===== src/rtl/scsi_ctrl_pkg.sv =====
package scsi_ctrl_pkg;

    localparam int DW    = 8;
    localparam int CTL_W = 9;

    // control line index map
    localparam int CTL_ATN = 0;
    localparam int CTL_ACK = 1;
    localparam int CTL_SEL = 2;
    localparam int CTL_IO  = 3;
    localparam int CTL_CD  = 4;
    localparam int CTL_MSG = 5;
    localparam int CTL_REQ = 6;
    localparam int CTL_BSY = 7;
    localparam int CTL_RST = 8;

    // register addresses
    localparam logic [2:0] ADR_DATA = 3'd0;
    localparam logic [2:0] ADR_ICMD = 3'd1;
    localparam logic [2:0] ADR_MODE = 3'd2;
    localparam logic [2:0] ADR_TCMD = 3'd3;
    localparam logic [2:0] ADR_STAT = 3'd4;

    // mode bits
    localparam int MD_ARB  = 0;
    localparam int MD_DMA  = 1;
    localparam int MD_MON  = 2;
    localparam int MD_EOPI = 3;
    localparam int MD_PARI = 4;
    localparam int MD_PARC = 5;
    localparam int MD_TGT  = 6;

    // writable bits of the initiator command byte
    localparam logic [DW-1:0] ICMD_MASK = 8'h9F;

    typedef enum logic [2:0] {
        ARB_IDLE,
        ARB_WAIT,
        ARB_BID,
        ARB_WON,
        ARB_LOST
    } arb_state_e;

endpackage


===== src/rtl/scsi_parity.sv =====
module scsi_parity #(
    parameter int W = 8
) (
    input  logic [W-1:0] tx_data,
    output logic         tx_par,
    input  logic [W-1:0] rx_data,
    input  logic         rx_par,
    output logic         rx_bad
);
    // odd parity: data plus parity carry an odd number of ones
    assign tx_par = ~(^tx_data);
    assign rx_bad = ~(^{rx_data, rx_par});
endmodule


===== src/rtl/scsi_arbiter.sv =====
module scsi_arbiter
    import scsi_ctrl_pkg::*;
#(
    parameter int SETTLE = 16,
    parameter int ID_W   = 8
) (
    input  logic            clk,
    input  logic            rst_n,
    input  logic            start,
    input  logic            bsy_seen,
    input  logic            sel_seen,
    input  logic [ID_W-1:0] db_seen,
    input  logic [ID_W-1:0] own_id,
    output logic            drive,
    output logic            busy,
    output logic            lost
);
    localparam int CNT_W = $clog2(SETTLE + 1);
    localparam logic [CNT_W-1:0] CNT_END = CNT_W'(SETTLE - 1);

    typedef struct packed {
        arb_state_e       st;
        logic [CNT_W-1:0] cnt;
        logic             lost;
    } arb_t;

    arb_t q, d;
    logic [ID_W-1:0] others;

    assign others = db_seen & ~own_id;

    always_comb begin
        d = q;
        case (q.st)
            ARB_IDLE: begin
                if (start) begin
                    d.st   = ARB_WAIT;
                    d.cnt  = '0;
                    d.lost = 1'b0;
                end
            end
            ARB_WAIT: begin
                if (!start) begin
                    d.st = ARB_IDLE;
                end else if (bsy_seen) begin
                    d.cnt = '0;
                end else if (q.cnt == CNT_END) begin
                    d.st  = ARB_BID;
                    d.cnt = '0;
                end else begin
                    d.cnt = q.cnt + 1'b1;
                end
            end
            ARB_BID: begin
                if (!start) begin
                    d.st = ARB_IDLE;
                end else if (q.cnt == CNT_END) begin
                    if (sel_seen || (others > own_id)) begin
                        d.st   = ARB_LOST;
                        d.lost = 1'b1;
                    end else begin
                        d.st = ARB_WON;
                    end
                end else begin
                    d.cnt = q.cnt + 1'b1;
                end
            end
            ARB_WON, ARB_LOST: begin
                if (!start) d.st = ARB_IDLE;
            end
            default: d.st = ARB_IDLE;
        endcase
    end

    always_ff @(posedge clk or negedge rst_n) begin
        if (!rst_n) begin
            q <= '{st: ARB_IDLE, cnt: '0, lost: 1'b0};
        end else begin
            q <= d;
        end
    end

    assign drive = (q.st == ARB_BID) || (q.st == ARB_WON);
    assign busy  = (q.st == ARB_WAIT) || drive;
    assign lost  = q.lost;
endmodule


===== src/rtl/scsi_irq_unit.sv =====
module scsi_irq_unit #(
    parameter int SETTLE = 16
) (
    input  logic clk,
    input  logic rst_n,
    input  logic mon_en,
    input  logic bsy_seen,
    input  logic eop_act,
    input  logic perr_evt,
    input  logic clear,
    input  logic par_irq_en,
    input  logic eop_irq_en,
    output logic irq,
    output logic eop_flag
);
    localparam int CNT_W = $clog2(SETTLE + 1);
    localparam logic [CNT_W-1:0] CNT_MAX = CNT_W'(SETTLE);
    localparam logic [CNT_W-1:0] CNT_HIT = CNT_W'(SETTLE - 1);

    typedef struct packed {
        logic [CNT_W-1:0] cnt;
        logic             perr;
        logic             eop;
        logic             bsy;
    } irq_t;

    irq_t q, d;

    always_comb begin
        d = q;
        if (clear) begin
            d.perr = 1'b0;
            d.eop  = 1'b0;
            d.bsy  = 1'b0;
        end
        if (perr_evt) d.perr = 1'b1;
        if (eop_act)  d.eop  = 1'b1;
        if (!mon_en || bsy_seen) begin
            d.cnt = '0;
        end else if (q.cnt != CNT_MAX) begin
            d.cnt = q.cnt + 1'b1;
            if (q.cnt == CNT_HIT) d.bsy = 1'b1;
        end
    end

    always_ff @(posedge clk or negedge rst_n) begin
        if (!rst_n) begin
            q <= '0;
        end else begin
            q <= d;
        end
    end

    assign irq      = (q.perr && par_irq_en) || (q.eop && eop_irq_en) || q.bsy;
    assign eop_flag = q.eop;
endmodule


===== src/rtl/scsi_bus_ctrl.sv =====
module scsi_bus_ctrl
    import scsi_ctrl_pkg::*;
#(
    parameter int SETTLE = 16
) (
    input  logic             clk,
    input  logic             rst_n,
    input  logic [2:0]       hst_addr,
    input  logic [DW-1:0]    hst_wdata,
    output logic [DW-1:0]    hst_rdata,
    input  logic             hst_cs_n,
    input  logic             hst_rd_n,
    input  logic             hst_wr_n,
    output logic             irq,
    output logic             dma_req,
    input  logic             dma_ack_n,
    input  logic             eop_n,
    input  logic [CTL_W-1:0] bus_ctl_in_n,
    output logic [CTL_W-1:0] bus_ctl_drive,
    input  logic [DW-1:0]    bus_db_in_n,
    output logic [DW-1:0]    bus_db_drive,
    input  logic             bus_dbp_in_n,
    output logic             bus_dbp_drive
);
    typedef struct packed {
        logic [DW-1:0] odr;
        logic [DW-1:0] icmd;
        logic [DW-1:0] mode;
        logic [3:0]    tcmd;
        logic [DW-1:0] own_id;
        logic          rd_prev;
    } regs_t;

    regs_t q, d;

    logic             acc, wr_act, rd_act, rd_start;
    logic             clr_evt, mode_wr, perr_evt;
    logic [CTL_W-1:0] ctl_seen;
    logic [DW-1:0]    db_seen;
    logic             dbp_seen;
    logic             tx_par, rx_bad;
    logic             arb_drive, arb_busy, arb_lost;
    logic             eop_flag;
    logic             tgt_mode, arb_start, data_en;

    assign acc      = !hst_cs_n;
    assign wr_act   = acc && !hst_wr_n;
    assign rd_act   = acc && !hst_rd_n;
    assign rd_start = rd_act && !q.rd_prev;
    assign clr_evt  = rd_start && (hst_addr == ADR_STAT);
    assign mode_wr  = wr_act && (hst_addr == ADR_MODE);

    assign tgt_mode  = q.mode[MD_TGT];
    assign arb_start = q.mode[MD_ARB];
    assign data_en   = q.icmd[0];

    // next-state logic
    always_comb begin
        d = q;
        d.rd_prev = rd_act;
        if (wr_act) begin
            case (hst_addr)
                ADR_DATA: d.odr    = hst_wdata;
                ADR_ICMD: d.icmd   = hst_wdata & ICMD_MASK;
                ADR_MODE: d.mode   = hst_wdata;
                ADR_TCMD: d.tcmd   = hst_wdata[3:0];
                ADR_STAT: d.own_id = hst_wdata;
                default: ;
            endcase
        end
    end

    always_ff @(posedge clk or negedge rst_n) begin
        if (!rst_n) begin
            q <= '0;
        end else begin
            q <= d;
        end
    end

    // bus drive decode
    always_comb begin
        bus_ctl_drive          = '0;
        bus_ctl_drive[CTL_RST] = q.icmd[7];
        bus_ctl_drive[CTL_ACK] = q.icmd[4];
        bus_ctl_drive[CTL_BSY] = q.icmd[3] || arb_drive;
        bus_ctl_drive[CTL_SEL] = q.icmd[2];
        bus_ctl_drive[CTL_ATN] = q.icmd[1];
        bus_ctl_drive[CTL_REQ] = tgt_mode && q.tcmd[3];
        bus_ctl_drive[CTL_MSG] = tgt_mode && q.tcmd[2];
        bus_ctl_drive[CTL_CD]  = tgt_mode && q.tcmd[1];
        bus_ctl_drive[CTL_IO]  = tgt_mode && q.tcmd[0];
    end

    assign bus_db_drive  = (data_en ? q.odr : '0) | (arb_drive ? q.own_id : '0);
    assign bus_dbp_drive = data_en && tx_par;

    // sensed levels: own pull-down or someone else's
    assign ctl_seen = bus_ctl_drive | ~bus_ctl_in_n;
    assign db_seen  = bus_db_drive | ~bus_db_in_n;
    assign dbp_seen = bus_dbp_drive | ~bus_dbp_in_n;

    assign dma_req  = q.mode[MD_DMA] && ctl_seen[CTL_REQ] && dma_ack_n;
    assign perr_evt = rd_start && (hst_addr == ADR_DATA) && q.mode[MD_PARC] && rx_bad;

    // host read mux
    always_comb begin
        hst_rdata = '0;
        if (rd_act) begin
            case (hst_addr)
                ADR_DATA: hst_rdata = db_seen;
                ADR_ICMD: hst_rdata = {q.icmd[7], arb_busy, arb_lost, q.icmd[4:0]};
                ADR_MODE: hst_rdata = q.mode;
                ADR_TCMD: hst_rdata = {eop_flag, 3'b000, q.tcmd};
                ADR_STAT: hst_rdata = {ctl_seen[CTL_RST], ctl_seen[CTL_BSY],
                                       ctl_seen[CTL_REQ], ctl_seen[CTL_MSG],
                                       ctl_seen[CTL_CD],  ctl_seen[CTL_IO],
                                       ctl_seen[CTL_SEL], dbp_seen};
                default:  hst_rdata = '0;
            endcase
        end
    end

    scsi_parity #(.W(DW)) u_par (
        .tx_data (q.odr),
        .tx_par  (tx_par),
        .rx_data (db_seen),
        .rx_par  (dbp_seen),
        .rx_bad  (rx_bad)
    );

    scsi_arbiter #(.SETTLE(SETTLE), .ID_W(DW)) u_arb (
        .clk      (clk),
        .rst_n    (rst_n),
        .start    (arb_start),
        .bsy_seen (ctl_seen[CTL_BSY]),
        .sel_seen (ctl_seen[CTL_SEL]),
        .db_seen  (db_seen),
        .own_id   (q.own_id),
        .drive    (arb_drive),
        .busy     (arb_busy),
        .lost     (arb_lost)
    );

    scsi_irq_unit #(.SETTLE(SETTLE)) u_irq (
        .clk        (clk),
        .rst_n      (rst_n),
        .mon_en     (q.mode[MD_MON]),
        .bsy_seen   (ctl_seen[CTL_BSY]),
        .eop_act    (!eop_n),
        .perr_evt   (perr_evt),
        .clear      (clr_evt),
        .par_irq_en (q.mode[MD_PARI]),
        .eop_irq_en (q.mode[MD_EOPI]),
        .irq        (irq),
        .eop_flag   (eop_flag)
    );
endmodule


===== config.mk =====
export PLATFORM = sky130hd
export DESIGN_NAME = scsi_bus_ctrl
export DESIGN_NICKNAME = d
export VERILOG_FILES = /design/src/rtl/scsi_ctrl_pkg.sv /design/src/rtl/scsi_parity.sv /design/src/rtl/scsi_arbiter.sv /design/src/rtl/scsi_irq_unit.sv /design/src/rtl/scsi_bus_ctrl.sv
export SDC_FILE = /design/constraint.sdc
export NUM_CORES = 1
export LEC_CHECK = 0
export BUFFER_PORTS_ARGS = -buffer_cell sky130_fd_sc_hd__buf_4
export CAP_MARGIN = 20
export CORE_ASPECT_RATIO = 1.75
export CORE_MARGIN = 10
export CORE_UTILIZATION = 50
export DETAILED_ROUTE_END_ITERATION = 16
export PLACE_DENSITY = 0.81
export SYNTH_ARGS = -nofsm -noshare
export SYNTH_HDL_FRONTEND = slang
export SYNTH_SLANG_ARGS = --single-unit
export TNS_END_PERCENT = 50

===== constraint.sdc =====
create_clock -name clk -period 3.45 [get_ports clk]
set_clock_uncertainty 0.1 [all_clocks]
set_input_delay 0.5175 -clock clk [delete_from_list [all_inputs] [get_ports clk]]
set_output_delay 0.5175 -clock clk [all_outputs]
set_load 0.005 [all_outputs]

# After elaboration in Yosys (flattened, before gate mapping)
# Index checks and enable logic that the tools add are counted.
# op_classes
n_addsub	2
multipliers	0
n_div	0
n_lt_le_gt_ge	1
n_eq_ne	22
shifts	0
n_mux	30
n_bitwise	11
n_reduce_logical	45
# op_table
operator	n
8-bit case mux with 5 select lines	1
5-bit two-way mux	6
3-bit two-way mux	8
8-bit two-way mux	3
1-bit logical AND	16
8-bit inverter	2
8-bit OR	2
5-bit case mux with 3 select lines	1
5-bit AND reduction	3
3-bit by 2-bit == test with 1-bit output (second input constant)	4
3-bit case mux with 4 select lines	1
5-bit by 1-bit adder with 5-bit output (second input constant)	2
5-bit by 4-bit == test with 1-bit output (second input constant)	2
2-bit inequality test (second input constant)	5
2-bit AND reduction	5
9-bit two-way mux	1
9-bit inverter	1
9-bit OR	1
9-bit parity	1
8-bit bitwise AND	1
8-bit greater-than comparator	1
8-bit parity	1
1-bit logical OR	7
1-bit two-way mux	7
15 further kinds	29
# totals
ff_bits	52
latch_bits	0
ramBits	0
mem_bits_ro	0
input_bits	36
elab_cells	124
memories	0

# Logic depth before layout (Yosys ltp)
# Gate-level depths: netlist of run 1.
# logic_depth
ltp_word	12
ltp_mapped	9

# By module
# A second synthesis of run 1 with hierarchy kept.
# hier_totals
cells_unflattened	311
area_unflattened_um2	3196.8
# by_module_without_submodules
mod	instances	cells_per_inst	area_per_inst_um2	seq_area_each_um2
scsi_bus_ctrl	1	185	1956.9	875.8
scsi_arbiter	1	73	671.9	225.2
scsi_irq_unit	1	39	431.7	200.2
scsi_parity	1	14	136.4	0.0

# Worst setup path before layout of run 1
# Ideal clock, no wire load.
# synth_path
kind	reg2out
from	register u_arb.q[7] in the netlist's numbering
to	output hst_rdata[6]
arrival_ps	1575
t_required_ps	2832
slack_ps	1258
stages_incl_launch_ff	10
n_path_buf	2
path_cell_list	dfrtp_1 > buf_4 > buf_2 > and2b_1 > nor3b_2 > nor3b_1 > a21oi_1 > o32ai_1 > o21bai_1 > a21oi_1
# synth_between
elab_chain_len	7
# synth_lines
item	line	text
from (decl)	scsi_arbiter.sv:27	arb_t q, d;
from (signal assigned)	scsi_arbiter.sv:77	q <= '{st: ARB_IDLE, cnt: '0, lost: 1'b0};
3-bit by 2-bit == test with 1-bit output	scsi_arbiter.sv:83	assign drive = (q.st == ARB_BID) || (q.st == ARB_WON);
1-bit logical OR	scsi_arbiter.sv:83	
8-bit two-way mux	scsi_bus_ctrl.sv:95	assign bus_db_drive = (data_en ? q.odr : '0) | (arb_drive ? q.own_id : '0);
8-bit OR	scsi_bus_ctrl.sv:95	
8-bit OR	scsi_bus_ctrl.sv:100	assign db_seen = bus_db_drive | ~bus_db_in_n;
8-bit case mux with 5 select lines *	scsi_bus_ctrl.sv:110	case (hst_addr)
8-bit two-way mux *	scsi_bus_ctrl.sv:109	if (rd_act) begin
to (decl)	scsi_bus_ctrl.sv:10	output logic [DW-1:0] hst_rdata,
# Every way passes the cells marked *; elsewhere a longest branch is shown, timed or not.

# Worst setup path in the final report of run 1
# Same ends and word-level chain as after synthesis.

==> flow_metrics.env, run 1 <==
export IMPL_tightestPinTransition_ns=0.7098
export IMPL_cts_max_level=2
export IMPL_total_power_mw=1.826
export IMPL_fin_crit_ns=2.943
export IMPL_fin_crit_sh=0.8530
export IMPL_die_width_um=80.58
export IMPL_crit_family="simple AND/OR/NAND/NOR gates"
export IMPL_critPathLaunch="u_arb.q[7]"
export IMPL_pin_count=64
export IMPL_cpPeakStageDelay_ns=0.62
export IMPL_ff2ff_path_depth=7
export IMPL_hp_class="input pin to asynchronous set/reset pin"
export IMPL_swShare=0.3402
export IMPL_pwr_share_clk=0.207
export IMPL_timing_hold_ws_ns=0.1056
export IMPL_slew_headroom=0.5251
export IMPL_tns_ns=0
export IMPL_internal_power_mw=1.205
export IMPL_mappedNetlistNets=365
export IMPL_rows=38
export IMPL_mappedNetlistArea_sq_um=3211
export IMPL_r2r_end="u_irq.q[2]"
export IMPL_vias=2621
export IMPL_path_cells="and2b_1 > nor3b_2 > nor3b_1 > a21oi_1 > o32ai_1 > o21bai_1 > a21oi_1 > buf_4"
export IMPL_seqPwrFrac=0.456
export IMPL_crit_buf_inv=1
export IMPL_fmax_mhz=339.8
export IMPL_maxCapViolCount=0
export IMPL_numCtsBuffers=5
export IMPL_grt_overflow=0
export IMPL_antenna_found_initial=0
export IMPL_avgRoutedWirePerCell_um=18.80
export IMPL_grt_pass1_wl_um=14030
export IMPL_ys_ff_latch=52
export IMPL_drc=0
export IMPL_critPathSlowestCell="dfrtp_1"
export IMPL_io_buffers=61
export IMPL_status="completed"
export IMPL_synth_common_cells="52 x dfrtp_1, 36 x nand2_1, 34 x mux2_2, 18 x nor2_1, 16 x nand3_1"
export IMPL_root_buffer="clkbuf_8"
export IMPL_n_antenna_cell=0
export IMPL_crit_end="hst_rdata[6]"
export IMPL_cp_depth=8
export IMPL_netlist_area_leader_share=0.4053
export IMPL_dieArea_sq_um=10150
export IMPL_yosys_warnings=0
export IMPL_p_leak_nw=1.765
export IMPL_clock_path_buffers=2
export IMPL_drt_iter0_markers=217
export IMPL_synth_edf_count=0
export IMPL_grt_pass1_vias=2754
export IMPL_synth_cells=323
export IMPL_synth_top_cell_by_area="dfrtp_1"
export IMPL_cp_max_fo=17
export IMPL_hold_buffers=0
export IMPL_gp_congestion=0.9195
export IMPL_area_growth_pct=17.58
export IMPL_avgSynthCellArea_sq_um=9.940
export IMPL_p_comb_frac=0.336
export IMPL_viasPerCell=5.748
export IMPL_rsz0062_at_grt="no"
export IMPL_start_kind="register"
export IMPL_slew_viol_final=0
export IMPL_finalSetupViolations=0
export IMPL_synth_most_common_cell="dfrtp_1"
export IMPL_grt_max_degree=53
export IMPL_dp_hpwl_um=6731
export IMPL_setup_slack_ns=0.5071
export IMPL_worstSkewPairLatency_ns=0.33
export IMPL_cts_tree="built"
export IMPL_dpl_worst_slack_ns=0.8814
export IMPL_clock_sinks=52
export IMPL_cp_end_kind="output pin"
export IMPL_p_per_area_nw_per_um2=483.8
export IMPL_crit_reg2reg_launch="u_arb.q[7]"
export IMPL_crit_arrival_ns=2.33
export IMPL_worst_setup_path_type="register to output pin"
export IMPL_grtUsageTotal=0.1743
export IMPL_layout_drive_gt1_share=0.3112
export IMPL_start_util=0.5155
export IMPL_p_sw_uw=621.3
export IMPL_cp_required_ns=2.83
export IMPL_die_height_um=126.0
export IMPL_antenna_left=0
export IMPL_rrSetupSlack_ns=1.05
export IMPL_finalHoldViolCount=0
export IMPL_wl_um=8574
export IMPL_peakVddDrop_uv=376.0
export IMPL_cts_resized=0
export IMPL_coreArea_sq_um=6228
export IMPL_synthFlopType="dfrtp_1"
export IMPL_ys_types=56
export IMPL_nNetsFinal=417
export IMPL_synth_area_leaders="dfrtp_1 41%, mux2_2 12%, nand2_1 4.2%, xnor2_1 3.8%, mux4_2 2.8%"
export IMPL_dr_pass1_iters=4
export IMPL_crit_top_cell="a21oi_1"
export IMPL_path_clk_slew_ns=0.10
export IMPL_synthArstFlopShare=1.000
export IMPL_cts_setup_buffers=0
export IMPL_yosysSeqAreaShare=0.4053
[metrics by stage]
stage               cell area [sq um]    util  std cells
floorplan                        3211       -        323
global placement                 3680  0.5908        448
detailed placement               3680  0.5908        448
CTS                              3775  0.6061        456
global route                     3775  0.6061        456
finish                           3775  0.6061        456
[power by group through the flow]
stage	combinational, mW	sequential (mW)	clock (mW)
6_report	0.615	0.834	0.378
5_1_grt	0.672	0.848	0.416
4_1_cts	0.622	0.830	0.388
3_5_place_dp	0.620	0.843	0
3_3_place_gp	0.605	0.833	0
2_1_floorplan	0.422	0.798	0
[cell usage in the layout, fill, tap and decap left out, types with 6 or more instances in the layout]
cell type	instances
a21oi_1	14
and2_1	6
buf_4	61
dfrtp_1	52
ha_1	6
inv_1	15
mux2_2	34
nand2_1	36
nand2b_1	6
nand3_1	16
nand3b_1	7
nor2_1	18
nor3_1	10
o21ai_0	12
xnor2_1	14
[per-layer routing]
metal  part of all wire  track usage  vias to the layer above
li1                   -            -                     1242
met1               0.34       0.1748                     1281
met2               0.58       0.3282                       83
met3              0.058      0.03917                       15
met4              0.021      0.06458                        0
met5                  0            0                        -
[state kept, by name, indices dropped and copies added (netlist names)]
signal          count
u_arb.q             8
u_irq.q             7
u_irq.eop_flag      1
q                  29
data_en             1
arb_start           1
u_arb.lost          1
bus_ctl_drive       4
[layout make-up]
| cell class | count | area, sq um |
|---|---|---|
| Sequential cell | 52 | 1301 |
| Timing Repair Buffer | 61 | 457.9 |
| Multi-Input combinational cell | 240 | 1764 |
| Clock inverter | 3 | 26.28 |
| Fill cell | 554 | 2454 |
| Inverter | 15 | 56.30 |
| Clock buffer | 5 | 68.82 |
| Tap cell | 80 | 100.1 |
[worst min path at each step]
stage                     depth (start not counted)             end      startpoint  slack [ns]
after floorplan                                   0       arb_start           rst_n        0.12
after global placement                            2  u_irq.eop_flag  u_irq.eop_flag        0.39
after detailed placement                          2  u_irq.eop_flag  u_irq.eop_flag        0.41
after CTS                                         1      u_irq.q[6]           rst_n        0.14
after global routing                              1      u_irq.q[6]           rst_n        0.14
final                                             1      u_irq.q[6]           rst_n        0.11
[kinds of logic after synthesis]
family | after synthesis | share of synthesized area
compound gates | 54 | 0.1095
xor+xnor | 17 | 0.05066
fa+ha+maj | 6 | 0.02338
buf+inv | 31 | 0.04521
flops | 52 | 0.4053
mux | 40 | 0.1535
simple gates | 123 | 0.2124
(Power assumes the default switching activity.)
==> run 2: changes to the inputs <==
- PLACE_DENSITY: 0.81 -> 0.83
- SYNTH_HIERARCHICAL: not set -> 1
- clock period: 3.45 -> 2.4 ns (I/O delays scaled with it)
==> run 2 against run 1 <==
  * The run now ends with setup timing left
  * Sequential cell count is the same
  * Clock power rose by 28%
  * Sequential power rose by 46%
  * Core utilization grew 5.9 points
  * Synthesized cell count is 3.7% lower
  * Global-route usage up 0.44 points
  * Cell count is 5.7% higher
  * First-iteration DRC count is 3.7% lower
  * Register-to-register slack worse by 1.1 ns
  * Via count is 5.3% higher
  * Combinational power grew 79%
  * Wire length increased by 5.9%
  * Critical path type unchanged
  * Critical endpoint is now hst_rdata[0]
  * Largest cell class unchanged
==> flow_metrics.env, run 2 <==
export IMPL_synth_top_family_by_area="simple AND/OR/NAND/NOR gates"
export IMPL_wl_um=9080
export IMPL_rrSetupSlack_ns=-0.01
export IMPL_ys_ff_latch=52
export IMPL_maxCapViolCount=0
export IMPL_layout_commonest_cell="buf_4"
export IMPL_layout_drive_gt1_share=0.4328
export IMPL_start_kind="register"
export IMPL_grtUsageTotal=0.1786
export IMPL_fill_cells=482
export IMPL_grt_pass1_wl_um=14410
export IMPL_cp_required_ns=1.94
export IMPL_setup_slack_ns=-0.1594
export IMPL_grt_max_degree=53
export IMPL_critPathSlowestCell="dfrtp_1"
export IMPL_path_cells="xnor2_2 > xnor2_1 > xnor2_1 > and2_4 > nand2b_4 > a222oi_1 > a21oi_1 > buf_4"
export IMPL_die_width_um=80.45
export IMPL_finalSetupViolations=3
export IMPL_dp_hpwl_um=6752
export IMPL_netlist_area_leader_share=0.4070
export IMPL_placedCellCount=462
export IMPL_cts_max_level=2
export IMPL_gp_congestion=0.8942
export IMPL_fin_crit_sh=1.066
export IMPL_synth_most_common_cell="dfrtp_1"
export IMPL_synth_simple_gate_area_frac=0.1820
export IMPL_die_height_um=125.8
export IMPL_clock_path_buffers=2
export IMPL_failed_checks="setup timing"
export IMPL_dpl_worst_slack_ns=-0.04064
export IMPL_hp_class="input pin to register"
export IMPL_worst_setup_path_type="register to output pin"
export IMPL_drc=0
export IMPL_n_antenna_cell=0
export IMPL_synthAdderAreaFrac=0.02348
export IMPL_yosysSeqAreaShare=0.4070
export IMPL_fmax_mhz=390.7
export IMPL_p_per_area_nw_per_um2=675.3
export IMPL_total_power_mw=2.797
export IMPL_final_cells=482
export IMPL_root_buffer="clkbuf_8"
export IMPL_cp_max_fo=2
export IMPL_finalHoldViolCount=0
export IMPL_ys_types=59
export IMPL_largest_register_ffs=29
export IMPL_antenna_left=0
export IMPL_biggestRegsByFlops="q x29, u_arb/q x8, u_irq/q x7"
export IMPL_synth_mux_area_frac=0.1370
export IMPL_grt_overflow=0
export IMPL_layout_common_cells="93 x buf_4, 52 x dfrtp_1, 34 x mux2_2"
export IMPL_synth_xor_area_frac=0.04540
export IMPL_path_clk_slew_ns=0.09
export IMPL_antenna_found_initial=0
export IMPL_coreArea_sq_um=6228
export IMPL_synthArstFlopShare=1.000
export IMPL_clock_sinks=52
export IMPL_vias=2761
export IMPL_status="finished, violations left"
export IMPL_tns_ns=-0.2448
export IMPL_slew_headroom=0.5355
export IMPL_area_growth_pct=29.59
export IMPL_yosys_warnings=6
export IMPL_pin_count=64
export IMPL_worstSkewPairLatency_ns=0.31
export IMPL_synth_top_cell_by_area="dfrtp_1"
export IMPL_synthFlopType="dfrtp_1"
export IMPL_slew_viol_final=0
export IMPL_nNetsFinal=444
export IMPL_drt_iter0_markers=209
export IMPL_peakVddDrop_uv=573.9
export IMPL_final_util=0.6651
export IMPL_mappedNetlistNets=353
export IMPL_multiInputGateArea_sq_um=1809
export IMPL_synth_cells=311
export IMPL_timing_hold_ws_ns=0.1110
export IMPL_dieArea_sq_um=10120
export IMPL_viasPerCell=5.728
export IMPL_numCtsBuffers=5
export IMPL_start_util=0.5133
export IMPL_rows=38
export IMPL_synth_edf_count=0
export IMPL_p_leak_nw=1.933
export IMPL_avgRoutedWirePerCell_um=18.84
export IMPL_design_area_sq_um=4143
export IMPL_avgSynthCellArea_sq_um=10.28
export IMPL_synth_compound_area_frac=0.1464
export IMPL_crit_top_cell="xnor2_1"
export IMPL_largest_register="q"
export IMPL_synth_common_cells="52 x dfrtp_1, 34 x mux2_2, 26 x inv_1, 23 x nand2_1, 13 x a22oi_1"
export IMPL_cpPeakStageDelay_ns=0.42
export IMPL_cp_end_kind="output pin"
export IMPL_post_dp_cell_area_sq_um=3845
export IMPL_crit_arrival_ns=2.10
export IMPL_regArea_sq_um=1301
export IMPL_io_buffers=61
export IMPL_fin_crit_ns=2.559
export IMPL_grt_pass1_vias=3003
export IMPL_tightestPinTransition_ns=0.6915
export IMPL_synth_area_leaders="dfrtp_1 41%, mux2_2 12%, xnor2_1 3.3%, a22oi_1 3.1%, inv_1 3.1%"
export IMPL_dr_pass1_iters=4
export IMPL_mappedNetlistArea_sq_um=3197
export IMPL_rsz0062_at_grt="yes"
export IMPL_cts_tree="built"
-- run 2: changes by cell type after synthesis, sizes merged, moves of 5 or more --
cell,before,now
or2,2,9
nor3,10,5
inv,15,26
nand2,36,23
nor2b,1,6
nor2,18,11
nand3,18,6
a22oi,0,13
-- run 2: where the power goes --
part	total, mW	internal, mW	switching (mW)
Sequential	1.22	1.03	0.186
Clock	0.483	0.198	0.285
Combinational	1.10	0.642	0.456
Total	2.80	1.87	0.927
-- run 2: timing repair --
| action | 4_1_cts | 5_1_grt |
|---|---|---|
| hold endpoints to repair | 12 | 0 |
| setup endpoints to repair | 13 | 12 |
| pin swaps | 14 | 12 |
| hold buffers | 1 | 0 |
| gates resized for setup | 15 | 10 |
| setup buffers | 9 | 4 |
-- run 2: cell families (layout without fill, tap and decap cells) --
logic type / after synthesis / in the layout
multiplexers: 39 / 39
buffers and inverters: 40 / 131
adder cells (fa/ha/maj): 6 / 6
AND/OR/NAND/NOR: 96 / 96
AO/OA/AOI/OAI: 63 / 63
XOR/XNOR: 15 / 15
flip-flops: 52 / 52
-- run 2: worst max-delay path: cells and delay by family, from the launching register on --
| kind | cells | cell delay (ns) |
|---|---|---|
| AOI/OAI and AO/OA | 2 | 0.42 |
| buffers and inverters | 1 | 0.15 |
| DFF | 1 | 0.42 |
| xor gates and xnor gates | 3 | 0.50 |
| and+or+nand+nor | 2 | 0.28 |
-- run 2: area by class of cell --
class	count	area share
repair buffers	98	0.1818
clock inverters	2	0.003020
well taps	80	0.02416
multi-input cells	219	0.4367
flip-flops and latches	52	0.3141
clock buffers	5	0.01661
inverters	26	0.02356
-- run 2: routing by layer --
layer / vias up / track usage / wire [um]
li1: 1279 / - / -
met1: 1349 / 0.1815 / 3199
met2: 100 / 0.3244 / 4944
met3: 33 / 0.02991 / 476
met4: 0 / 0.1021 / 461
met5: - / 0 / 0
-- run 2: path summary, 6_finish.rpt --
| path | start | to | cells after the start |
|---|---|---|---|
| worst min register to register | u_arb/q[4] | u_arb/q[4] | 1 |
| worst min-delay path | hst_rd_n | q[0] | 2 |
| worst max register to register | u_arb/q[7] | u_irq/q[2] | 10 |
| min in group asynchronous | rst_n | u_arb/q[1] | 2 |
| max in group asynchronous | rst_n | q[11] | 2 |
| worst max-delay path | q[33] | hst_rdata[0] | 8 |
